===== src/rtl/sac_pkg.sv =====
package sac_pkg;
  localparam int IDX_W   = 6;
  localparam int CTRL_W  = 8;
  localparam int ST_W    = 3;
  localparam int NCH     = 2;

  localparam int W_UP    = 0;
  localparam int W_DN    = 1;
  localparam int W_MA    = 2;
  localparam int W_MB    = 3;
  localparam int W_CTRL  = 4;
  localparam int W_STAT  = 5;
  localparam int W_KEY   = 6;

  localparam int C_MEN0  = 0;
  localparam int C_MEN1  = 1;
  localparam int C_PEN0  = 2;
  localparam int C_PEN1  = 3;
  localparam int C_SRST  = 4;
  localparam int C_FRZ   = 6;
  localparam int C_FORCE = 7;
  localparam logic [CTRL_W-1:0] CTRL_KEEP = 8'hDF;

  localparam int S_WAKE  = 2;

  function automatic logic [ST_W-1:0] stat_next(input logic [ST_W-1:0] cur,
                                                 input logic [ST_W-1:0] set,
                                                 input logic [ST_W-1:0] clr,
                                                 input logic wipe);
    if (wipe) return '0;
    return (cur & ~clr) | set;
  endfunction
endpackage


===== src/rtl/sac_counter.sv =====
module sac_counter #(
  parameter int DW = 32
) (
  input  logic          clk,
  input  logic          rst_n,
  input  logic          tick_i,
  input  logic          hold_i,
  input  logic          clear_i,
  input  logic          ld_up_i,
  input  logic          ld_dn_i,
  input  logic [DW-1:0] ld_val_i,
  output logic [DW-1:0] up_o,
  output logic [DW-1:0] dn_o,
  output logic          step_o
);
  localparam logic [DW-1:0] ONE = {{(DW-1){1'b0}}, 1'b1};

  function automatic logic [DW-1:0] fwd(input logic [DW-1:0] v);
    return v + ONE;
  endfunction

  function automatic logic [DW-1:0] bwd(input logic [DW-1:0] v);
    return v - ONE;
  endfunction

  assign step_o = tick_i && !hold_i && !clear_i;

  always_ff @(posedge clk or negedge rst_n) begin
    if (!rst_n) begin
      up_o <= '0;
      dn_o <= '1;
    end else if (clear_i) begin
      up_o <= '0;
      dn_o <= '1;
    end else begin
      if (ld_up_i)     up_o <= ld_val_i;
      else if (step_o) up_o <= fwd(up_o);
      if (ld_dn_i)     dn_o <= ld_val_i;
      else if (step_o) dn_o <= bwd(dn_o);
    end
  end
endmodule


===== src/rtl/sac_compare.sv =====
module sac_compare #(
  parameter int DW  = 32,
  parameter int NCH = 2
) (
  input  logic [DW-1:0]           up_i,
  input  logic [NCH-1:0][DW-1:0]  match_i,
  input  logic [NCH-1:0]          en_i,
  output logic [NCH-1:0]          hit_o,
  output logic [NCH-1:0]          evt_o
);
  for (genvar g = 0; g < NCH; g++) begin : g_chan
    assign hit_o[g] = (up_i == match_i[g]);
    assign evt_o[g] = hit_o[g] && en_i[g];
  end
endmodule


===== src/rtl/sac_status.sv =====
module sac_status
  import sac_pkg::*;
(
  input  logic              clk,
  input  logic              rst_n,
  input  logic              clear_i,
  input  logic [NCH-1:0]    match_evt_i,
  input  logic              clr_we_i,
  input  logic [ST_W-1:0]   clr_bits_i,
  input  logic [NCH-1:0]    irq_en_i,
  input  logic [NCH-1:0]    pin_en_i,
  input  logic              force_i,
  output logic [ST_W-1:0]   stat_o,
  output logic              irq_o,
  output logic              wake_o,
  output logic              wake_rise_o
);
  logic            wake_q;
  logic [ST_W-1:0] set_v;
  logic [ST_W-1:0] clr_v;
  logic [ST_W-1:0] irq_mask;

  assign wake_o      = force_i || (|(stat_o[NCH-1:0] & pin_en_i));
  assign wake_rise_o = wake_o && !wake_q;

  assign set_v    = {wake_rise_o, match_evt_i};
  assign clr_v    = clr_we_i ? clr_bits_i : '0;
  assign irq_mask = {(|pin_en_i), irq_en_i};
  assign irq_o    = |(stat_o & irq_mask);

  always_ff @(posedge clk or negedge rst_n) begin
    if (!rst_n) begin
      stat_o <= '0;
      wake_q <= 1'b0;
    end else begin
      stat_o <= stat_next(stat_o, set_v, clr_v, clear_i);
      wake_q <= wake_o;
    end
  end
endmodule


===== src/rtl/sac_regbank.sv =====
module sac_regbank
  import sac_pkg::*;
#(
  parameter int DW = 32
) (
  input  logic                   clk,
  input  logic                   rst_n,
  input  logic                   sel_i,
  input  logic                   wr_i,
  input  logic [IDX_W-1:0]       idx_i,
  input  logic [DW-1:0]          wdata_i,
  input  logic [DW-1:0]          up_i,
  input  logic [DW-1:0]          dn_i,
  input  logic [ST_W-1:0]        stat_i,
  output logic [CTRL_W-1:0]      ctrl_o,
  output logic [NCH-1:0][DW-1:0] match_o,
  output logic [DW-1:0]          key_o,
  output logic                   ld_up_o,
  output logic                   ld_dn_o,
  output logic                   stat_we_o,
  output logic                   key_we_o,
  output logic [DW-1:0]          rdata_o
);
  logic          wr_go;
  logic          rd_go;
  logic [DW-1:0] rd_mux;
  logic          ma_we;
  logic          mb_we;
  logic          ctrl_we;

  assign wr_go     = sel_i && wr_i;
  assign rd_go     = sel_i && !wr_i;
  assign ld_up_o   = wr_go && (int'(idx_i) == W_UP);
  assign ld_dn_o   = wr_go && (int'(idx_i) == W_DN);
  assign ma_we     = wr_go && (int'(idx_i) == W_MA);
  assign mb_we     = wr_go && (int'(idx_i) == W_MB);
  assign ctrl_we   = wr_go && (int'(idx_i) == W_CTRL);
  assign stat_we_o = wr_go && (int'(idx_i) == W_STAT);
  assign key_we_o  = wr_go && (int'(idx_i) == W_KEY);

  always_ff @(posedge clk or negedge rst_n) begin
    if (!rst_n) begin
      ctrl_o  <= '0;
      match_o <= '1;
      key_o   <= '0;
    end else begin
      if (ctrl_we)  ctrl_o     <= wdata_i[CTRL_W-1:0] & CTRL_KEEP;
      if (ma_we)    match_o[0] <= wdata_i;
      if (mb_we)    match_o[1] <= wdata_i;
      if (key_we_o) key_o      <= wdata_i;
    end
  end

  always_comb begin
    rd_mux = '0;
    case (int'(idx_i))
      W_UP:   rd_mux = up_i;
      W_DN:   rd_mux = dn_i;
      W_MA:   rd_mux = match_o[0];
      W_MB:   rd_mux = match_o[1];
      W_CTRL: rd_mux = {{(DW-CTRL_W){1'b0}}, ctrl_o};
      W_STAT: rd_mux = {{(DW-ST_W){1'b0}}, stat_i};
      W_KEY:  rd_mux = key_o;
      default: rd_mux = '0;
    endcase
  end

  always_ff @(posedge clk or negedge rst_n) begin
    if (!rst_n)     rdata_o <= '0;
    else if (rd_go) rdata_o <= rd_mux;
  end
endmodule


===== src/rtl/sec_alarm_core.sv =====
module sec_alarm_core
  import sac_pkg::*;
#(
  parameter int DW = 32
) (
  input  logic             clk,
  input  logic             rst_n,
  input  logic             sec_tick_i,
  input  logic             bus_sel_i,
  input  logic             bus_wr_i,
  input  logic [IDX_W-1:0] bus_idx_i,
  input  logic [DW-1:0]    bus_wdata_i,
  output logic [DW-1:0]    bus_rdata_o,
  output logic             irq_o,
  output logic             wake_o
);
  logic [CTRL_W-1:0]      ctrl_q;
  logic [NCH-1:0][DW-1:0] match_q;
  logic [DW-1:0]          key_q;
  logic [DW-1:0]          cnt_up;
  logic [DW-1:0]          cnt_dn;
  logic [ST_W-1:0]        stat_q;
  logic                   ld_up;
  logic                   ld_dn;
  logic                   stat_we;
  logic                   key_we;
  logic                   cnt_step;
  logic [NCH-1:0]         match_hit;
  logic [NCH-1:0]         match_evt;
  logic                   wake_rise;
  logic                   soft_rst;
  logic                   frz;
  logic                   force_pin;
  logic [NCH-1:0]         men;
  logic [NCH-1:0]         pen;

  assign soft_rst  = ctrl_q[C_SRST];
  assign frz       = ctrl_q[C_FRZ];
  assign force_pin = ctrl_q[C_FORCE];
  assign men       = {ctrl_q[C_MEN1], ctrl_q[C_MEN0]};
  assign pen       = {ctrl_q[C_PEN1], ctrl_q[C_PEN0]};

  sac_regbank #(.DW(DW)) u_regs (
    .clk(clk), .rst_n(rst_n),
    .sel_i(bus_sel_i), .wr_i(bus_wr_i), .idx_i(bus_idx_i), .wdata_i(bus_wdata_i),
    .up_i(cnt_up), .dn_i(cnt_dn), .stat_i(stat_q),
    .ctrl_o(ctrl_q), .match_o(match_q), .key_o(key_q),
    .ld_up_o(ld_up), .ld_dn_o(ld_dn), .stat_we_o(stat_we), .key_we_o(key_we),
    .rdata_o(bus_rdata_o)
  );

  sac_counter #(.DW(DW)) u_cnt (
    .clk(clk), .rst_n(rst_n), .tick_i(sec_tick_i), .hold_i(frz), .clear_i(soft_rst),
    .ld_up_i(ld_up), .ld_dn_i(ld_dn), .ld_val_i(bus_wdata_i),
    .up_o(cnt_up), .dn_o(cnt_dn), .step_o(cnt_step)
  );

  sac_compare #(.DW(DW), .NCH(NCH)) u_cmp (
    .up_i(cnt_up), .match_i(match_q), .en_i(men),
    .hit_o(match_hit), .evt_o(match_evt)
  );

  sac_status u_stat (
    .clk(clk), .rst_n(rst_n), .clear_i(soft_rst),
    .match_evt_i(match_evt), .clr_we_i(stat_we), .clr_bits_i(bus_wdata_i[ST_W-1:0]),
    .irq_en_i(men), .pin_en_i(pen), .force_i(force_pin),
    .stat_o(stat_q), .irq_o(irq_o), .wake_o(wake_o), .wake_rise_o(wake_rise)
  );
endmodule


===== config.mk =====
export PLATFORM = sky130hd
export DESIGN_NAME = sec_alarm_core
export DESIGN_NICKNAME = d
export VERILOG_FILES = /design/src/rtl/sac_pkg.sv /design/src/rtl/sac_counter.sv /design/src/rtl/sac_compare.sv /design/src/rtl/sac_status.sv /design/src/rtl/sac_regbank.sv /design/src/rtl/sec_alarm_core.sv
export SDC_FILE = /design/constraint.sdc
export NUM_CORES = 1
export LEC_CHECK = 0
export ABC_AREA = 1
export CORE_MARGIN = 2
export CORE_UTILIZATION = 35
export CTS_BUF_LIST = sky130_fd_sc_hd__clkbuf_8
export DETAILED_ROUTE_END_ITERATION = 16
export SYNTH_ARGS = -nofsm -noshare
export SYNTH_HDL_FRONTEND = slang
export SYNTH_SLANG_ARGS = --single-unit

===== constraint.sdc =====
create_clock -name clk -period 1.6 [get_ports clk]
set_input_delay 0.32 -clock clk [delete_from_list [all_inputs] [get_ports clk]]
set_output_delay 0.32 -clock clk [all_outputs]
set_load 0.005 [all_outputs]

---- Word level (Yosys, flattened, before mapping) ----
Index checks and enable logic that the tools add are counted.
cells by class
  order comparisons ....................... 0
  bitwise logic cells ..................... 5
  equality and inequality tests ........... 14
  multiplexer cells ....................... 11
  $add $sub $neg .......................... 2
  divide/modulo/power cells ............... 0
  $mul .................................... 0
  reductions and logical operators ........ 26
  shift operators ......................... 0
operators by type and width
  operator                                             number
  one-hot mux 32 bit (7 select lines)                  1
  two-way mux 32 bit                                   6
  equality test 32 bit                                 2
  adder 32 x 1 -> 32 bit, second input constant        1
  subtractor 32 x 1 -> 32 bit, second input constant   1
  equality test 6 x 3 -> 1 bit, second input constant  5
  equality test 6 x 2 -> 1 bit, second input constant  3
  equality test 6 x 4 -> 1 bit, second input constant  3
  logical AND 1 bit                                    14
  logical NOT 6 bit                                    2
  two-way mux 3 bit                                    3
  AND 3 bit                                            2
  equality test 6 x 1 -> 1 bit, second input constant  1
  nonzero test 3 bit                                   2
  logical NOT 1 bit                                    4
  OR reduction 2 bit                                   2
  NOT 3 bit                                            1
  bitwise OR 3 bit                                     1
  OR reduction 3 bit                                   1
  AND 2 bit                                            1
  logical OR 1 bit                                     1
  two-way mux 1 bit                                    1
storage, ports and cells
  output and inout bits ................... 34
  register bits after elaboration ......... 203
  ROM bits ................................ 0
  memories ................................ 0
  word-level logic and storage cells ...... 67
  input bits .............................. 43
  memory bits (writable) .................. 0
  bits in latches ......................... 0

---- Longest topological paths before layout ----
  depth after elaboration ................. 7
  mapped depth ............................ 12
  mapped depth without buffers ............ 11

---- By module ----
A second synthesis with hierarchy kept.
unflattened totals
  cell total of the unflattened synthesis .. 1824
  area total of the unflattened synthesis .. 12639.6 sq um
modules (own cells, without submodules)
  module       cells an instance  seq. area each (sq um)  times used  area an instance (sq um)
  sac_regbank  831                3458.3                  1           6716.4
  sac_counter  774                1641.6                  1           4762.1
  sac_compare  195                0.0                     1           967.2
  sac_status   24                 100.1                   1           193.9

---- Least setup slack after synthesis ----
OpenSTA, ideal clock, no wires.
  kind .................................... register to register
  start point ............................. register u_cnt.up_o[0]
  end point ............................... register u_cnt.up_o[30]
  required time ........................... 1.484 ns
  library setup time ...................... 0.116 ns
  period minus slack after synthesis ...... 1.567 ns
  data arrival time ....................... 1.451 ns
  slack ................................... 0.033 ns
  cell stages (with the launch flop) ...... 11
  buffers on the path ..................... 0
  cell sequence ........................... dfrtp_1 > ha_1 > nand3_1 > nor2_1 > nand3_1 > inv_1 > nand2_1 > nand2_1 > nand3_1 > nand2_1 > nand2_1
between the ends
  longest elaborated chain between the ends .. 4
RTL lines
  item                    RTL line           RTL
  start, declared         sac_counter.sv:12  output logic [DW-1:0] up_o,
  start signal, assigned  sac_counter.sv:36  if (ld_up_i) up_o <= ld_val_i;
  start signal, assigned  sac_counter.sv:37  else if (step_o) up_o <= fwd(up_o);
  adder 32 x 1 -> 32 bit  sac_counter.sv:19  return v + ONE;
  two-way mux 32 bit      sac_counter.sv:37
  two-way mux 32 bit      sac_counter.sv:36
  two-way mux 32 bit      sac_counter.sv:32  end else if (clear_i) begin
No other way between the ends. The select of a mux whose other input is x is not followed.
A chain may end at the register's enable or synchronous reset.

---- Worst setup path after layout ----
  start point ............................. register u_stat.stat_o[1]
  end point ............................... output wake_o
between the ends
  longest elaborated chain between the ends .. 3
RTL lines
  item                    RTL line              RTL
  start, declared         sac_status.sv:13      output logic [ST_W-1:0] stat_o,
  start signal, assigned  sac_status.sv:36      stat_o <= stat_next(stat_o, set_v, clr_v, clear_i);
  AND 2 bit               sac_status.sv:23      assign wake_o = force_i || (|(stat_o[NCH-1:0] & pin_en_i));
  OR reduction 2 bit      sac_status.sv:23
  logical OR 1 bit        sac_status.sv:23
  end, declared           sec_alarm_core.sv:15  output logic wake_o
No other way between the ends.

==> flow_summary.yaml <==
cts:
  cts_buffers: 40
  h-tree-depth: 2
  clockBufferDepth: 3
  cts.clk_slew.worst_paths_ns: 0.06
  cts_tree: "yes"
  insertion_delay_ns: 0.57
  cts-root-buf: "clkbuf_8"
  clock-sinks: 203
power:
  clockPowerShare: 0.321
  p_int_mw: 11.58
  power_leakage_nw: 7.803
  switching_power_mw: 6.217
  sw_frac_of_total: 0.3493
  ir_drop_mv: 0.8099
  power_frac_seq: 0.382
  power_density_mw_per_mm2: 1046
  combinationalPowerShare: 0.297
critical_path:
  path_class: "reg2out"
  required_ns: 1.28
  rr_worst_depth: 12
  crit_fanout: 3
  r2r_start: "u_cnt.up_o[7]"
  worstPathArrival_ns: 1.47
  end_kind: "primary output"
  r2r_setup_slack_ns: 0.04
  worstReg2RegEnd: "u_cnt.up_o[26]"
  start_kind: "flop"
sta:
  fin_crit_ns: 1.795
  fin_crit_sh: 1.122
  slew_viol_final: 0
  setup_ws_ns: -0.1948
  slew_headroom: 0.7120
  finalSetupViolCount: 2
  fin_skew_ns: 0.04478
  fmax_ghz: 0.5572
  fin_hold_ws_ns: 0.2893
  timing_hold_violations_final: 0
  tightest_slew_ns: 0.4320
  rsz0062_at_grt: "yes"
synth:
  synth.avg_cell_area_um2: 6.911
  synth_cell_types: 36
  synth_nets: 1794
  ys_ff_latch: 203
  synth_warnings: 0
  netlist_instances: 1749
  synth_seq_area_share: 0.4302
  synth_area_mm2: 0.01209
route:
  wl_per_cell_um: 19.40
  via_count: 12940
  via_per_inst: 5.120
  drt_first_iter_violations: 1119
  drc_errors: 0
  dr.pass1.iters: 6
  wirelength_um: 49040
  ant_nets: 0
final_layout:
  antenna_cells: 0
  drive_gt1_frac: 0.3020
  fin_util: 0.4965
  area_growth_pct: 40.82
  final_nets: 2086
global_route:
  grt_max_degree: 53
  groute.usage.overall: 0.2682
  grt_first_pass_wirelength_um: 73290
  grt_pass1_vias: 12430
  grt-ovfl-total: 0
  antenna_found_initial: 0
die:
  io_pins: 77
  fp.coreArea_mm2: 0.03429
  die_h_um: 189.8
  die_w_um: 189.8
  start_util: 0.3525
  num_rows: 68
  fp.dieArea_mm2: 0.03604
run_status:
  run_status: "complete, but fails checks"
  violations: "setup timing"
run:
  drv_cap: 0
worst_hold_path:
  min_path_type: "in2async"
placement:
  finalWeightedCongestion: 0.9682
  portBuffers: 76
  hpwl_um: 36870
sequential cells by signal, indices dropped and copies added (netlist names):
signal,count
u_regs.key_o,32
u_regs.rdata_o,32
u_cnt.up_o,32
u_cnt.dn_o,32
u_regs.match_o,64
u_regs.ctrl_o,7
u_stat.wake_q,1
u_stat.stat_o,3
synth_stat cells, drive strengths merged:
cell type | instances | area (um^2)
nand4 | 21 | 131.4
nor3 | 27 | 146.4
a22oi | 8 | 60.06
dfrtp | 107 | 2678
o21ai | 205 | 1026
xnor2 | 24 | 210.2
clkinv | 3 | 11.26
clkbuf | 42 | 161.4
xor2 | 18 | 157.7
a21oi | 73 | 365.4
nand2 | 585 | 2228
o21bai | 2 | 15.01
o22ai | 23 | 143.9
inv | 187 | 706.9
a31oi | 4 | 25.02
o211ai | 8 | 60.06
o221ai | 4 | 35.03
nor2 | 198 | 745.7
nand3b | 1 | 7.510
o2111ai | 1 | 8.760
ha | 2 | 25.02
or2 | 1 | 6.260
nand3 | 76 | 390.4
dfstp | 96 | 2522
buf | 33 | 220.2
cells by family (layout without fill, tap and decap cells):
group | after synthesis | after routing | synth area share
simple gates | 909 | 909 | 0.3025
flops | 203 | 203 | 0.4302
compound gates | 328 | 328 | 0.1439
fa+ha+maj | 2 | 2 | 0.002070
buf+inv | 265 | 589 | 0.09098
xor+xnor | 42 | 42 | 0.03043
per-layer routing:
| layer | routed length, um | part of all wire | track usage | vias up |
|---|---|---|---|---|
| met4 | 1864 | 0.038 | 0.09690 | 0 |
| met3 | 3311 | 0.068 | 0.04077 | 94 |
| met5 | 0 | 0 | 0 | - |
| li1 | - | - | - | 6173 |
| met1 | 22150 | 0.45 | 0.3819 | 6206 |
| met2 | 21710 | 0.44 | 0.4130 | 470 |
worst max-delay path: stages, from the launching register on:
cell	delay, ns
dfrtp_1	0.43
a21oi_2	0.17
o21ai_1	0.08
buf_4	0.15
buf_2	0.12
placed cells by master (no fill, tap or decap), types with 18 or more instances in the layout:
cell / instances
dlygate4sd2_1: 27
nor2_4: 27
buf_12: 31
nor2_2: 43
inv_2: 25
dfstp_2: 96
nand2_2: 44
o21ai_1: 32
dfrtp_1: 98
nand4_1: 21
buf_4: 199
nand3_1: 62
nand2_1: 532
o22ai_1: 23
clkdlybuf4s50_1: 37
inv_1: 168
o21ai_0: 170
a21oi_1: 59
clkbuf_8: 55
xnor2_1: 18
nor2_1: 128
worst max path at each step:
stage	slack [ns]	depth (start not counted)	to	from
final	-0.19	4	wake_o	u_stat.stat_o[1]
after global routing	-0.25	4	wake_o	u_stat.stat_o[1]
after CTS	-0.24	4	irq_o	u_regs.ctrl_o[2]
after detailed placement	-0.63	9	u_regs.rdata_o[30]	bus_idx_i[0]
after global placement	-0.60	9	u_regs.rdata_o[20]	bus_idx_i[0]
after floorplan	0.03	10	u_cnt.up_o[30]	u_cnt.up_o[0]
power by group through the flow:
stage	clock network [mW]	logic, mW	registers, mW
final	5.71	5.28	6.81
after global routing	6.04	5.78	6.89
after CTS	5.82	4.52	6.67
after detailed placement	0	4.38	6.73
after global placement	0	4.34	6.71
after floorplan	0	2.27	6.50
area by class of cell:
class                   count  area, um^2
clock buffers              54       743.2
clock inverters            20       130.1
flip-flops and latches    203        5211
multi-input cells        1281        6556
fillers                  3411       17270
repair buffers            325        3080
inverters                 190       732.0
well taps                 455       569.3
repair_timing:
item                                   CTS  global route
endpoints found under the hold margin   20             0
gates resized for setup                 81           249
setup endpoints to repair               77           111
setup buffers                           16            26
hold buffers                             1             0
cloned                                   0             2
pin swaps                               10            68
per-stage QoR:
step	setup TNS (ns)	cells	setup WS (ns)	cell area (um^2)	power, mW
2_1_floorplan	0	1749	0.03271	12090	8.779
3_5_place_dp	-97.13	2412	-0.6286	14950	11.11
5_1_grt	-1.106	2528	-0.2485	17020	18.70
6_report	-0.3746	2528	-0.1948	17020	17.80
4_1_cts	-0.4727	2503	-0.2383	16010	17.01
3_3_place_gp	-90.22	2412	-0.5966	14950	11.05
(Power assumes the default switching activity.)
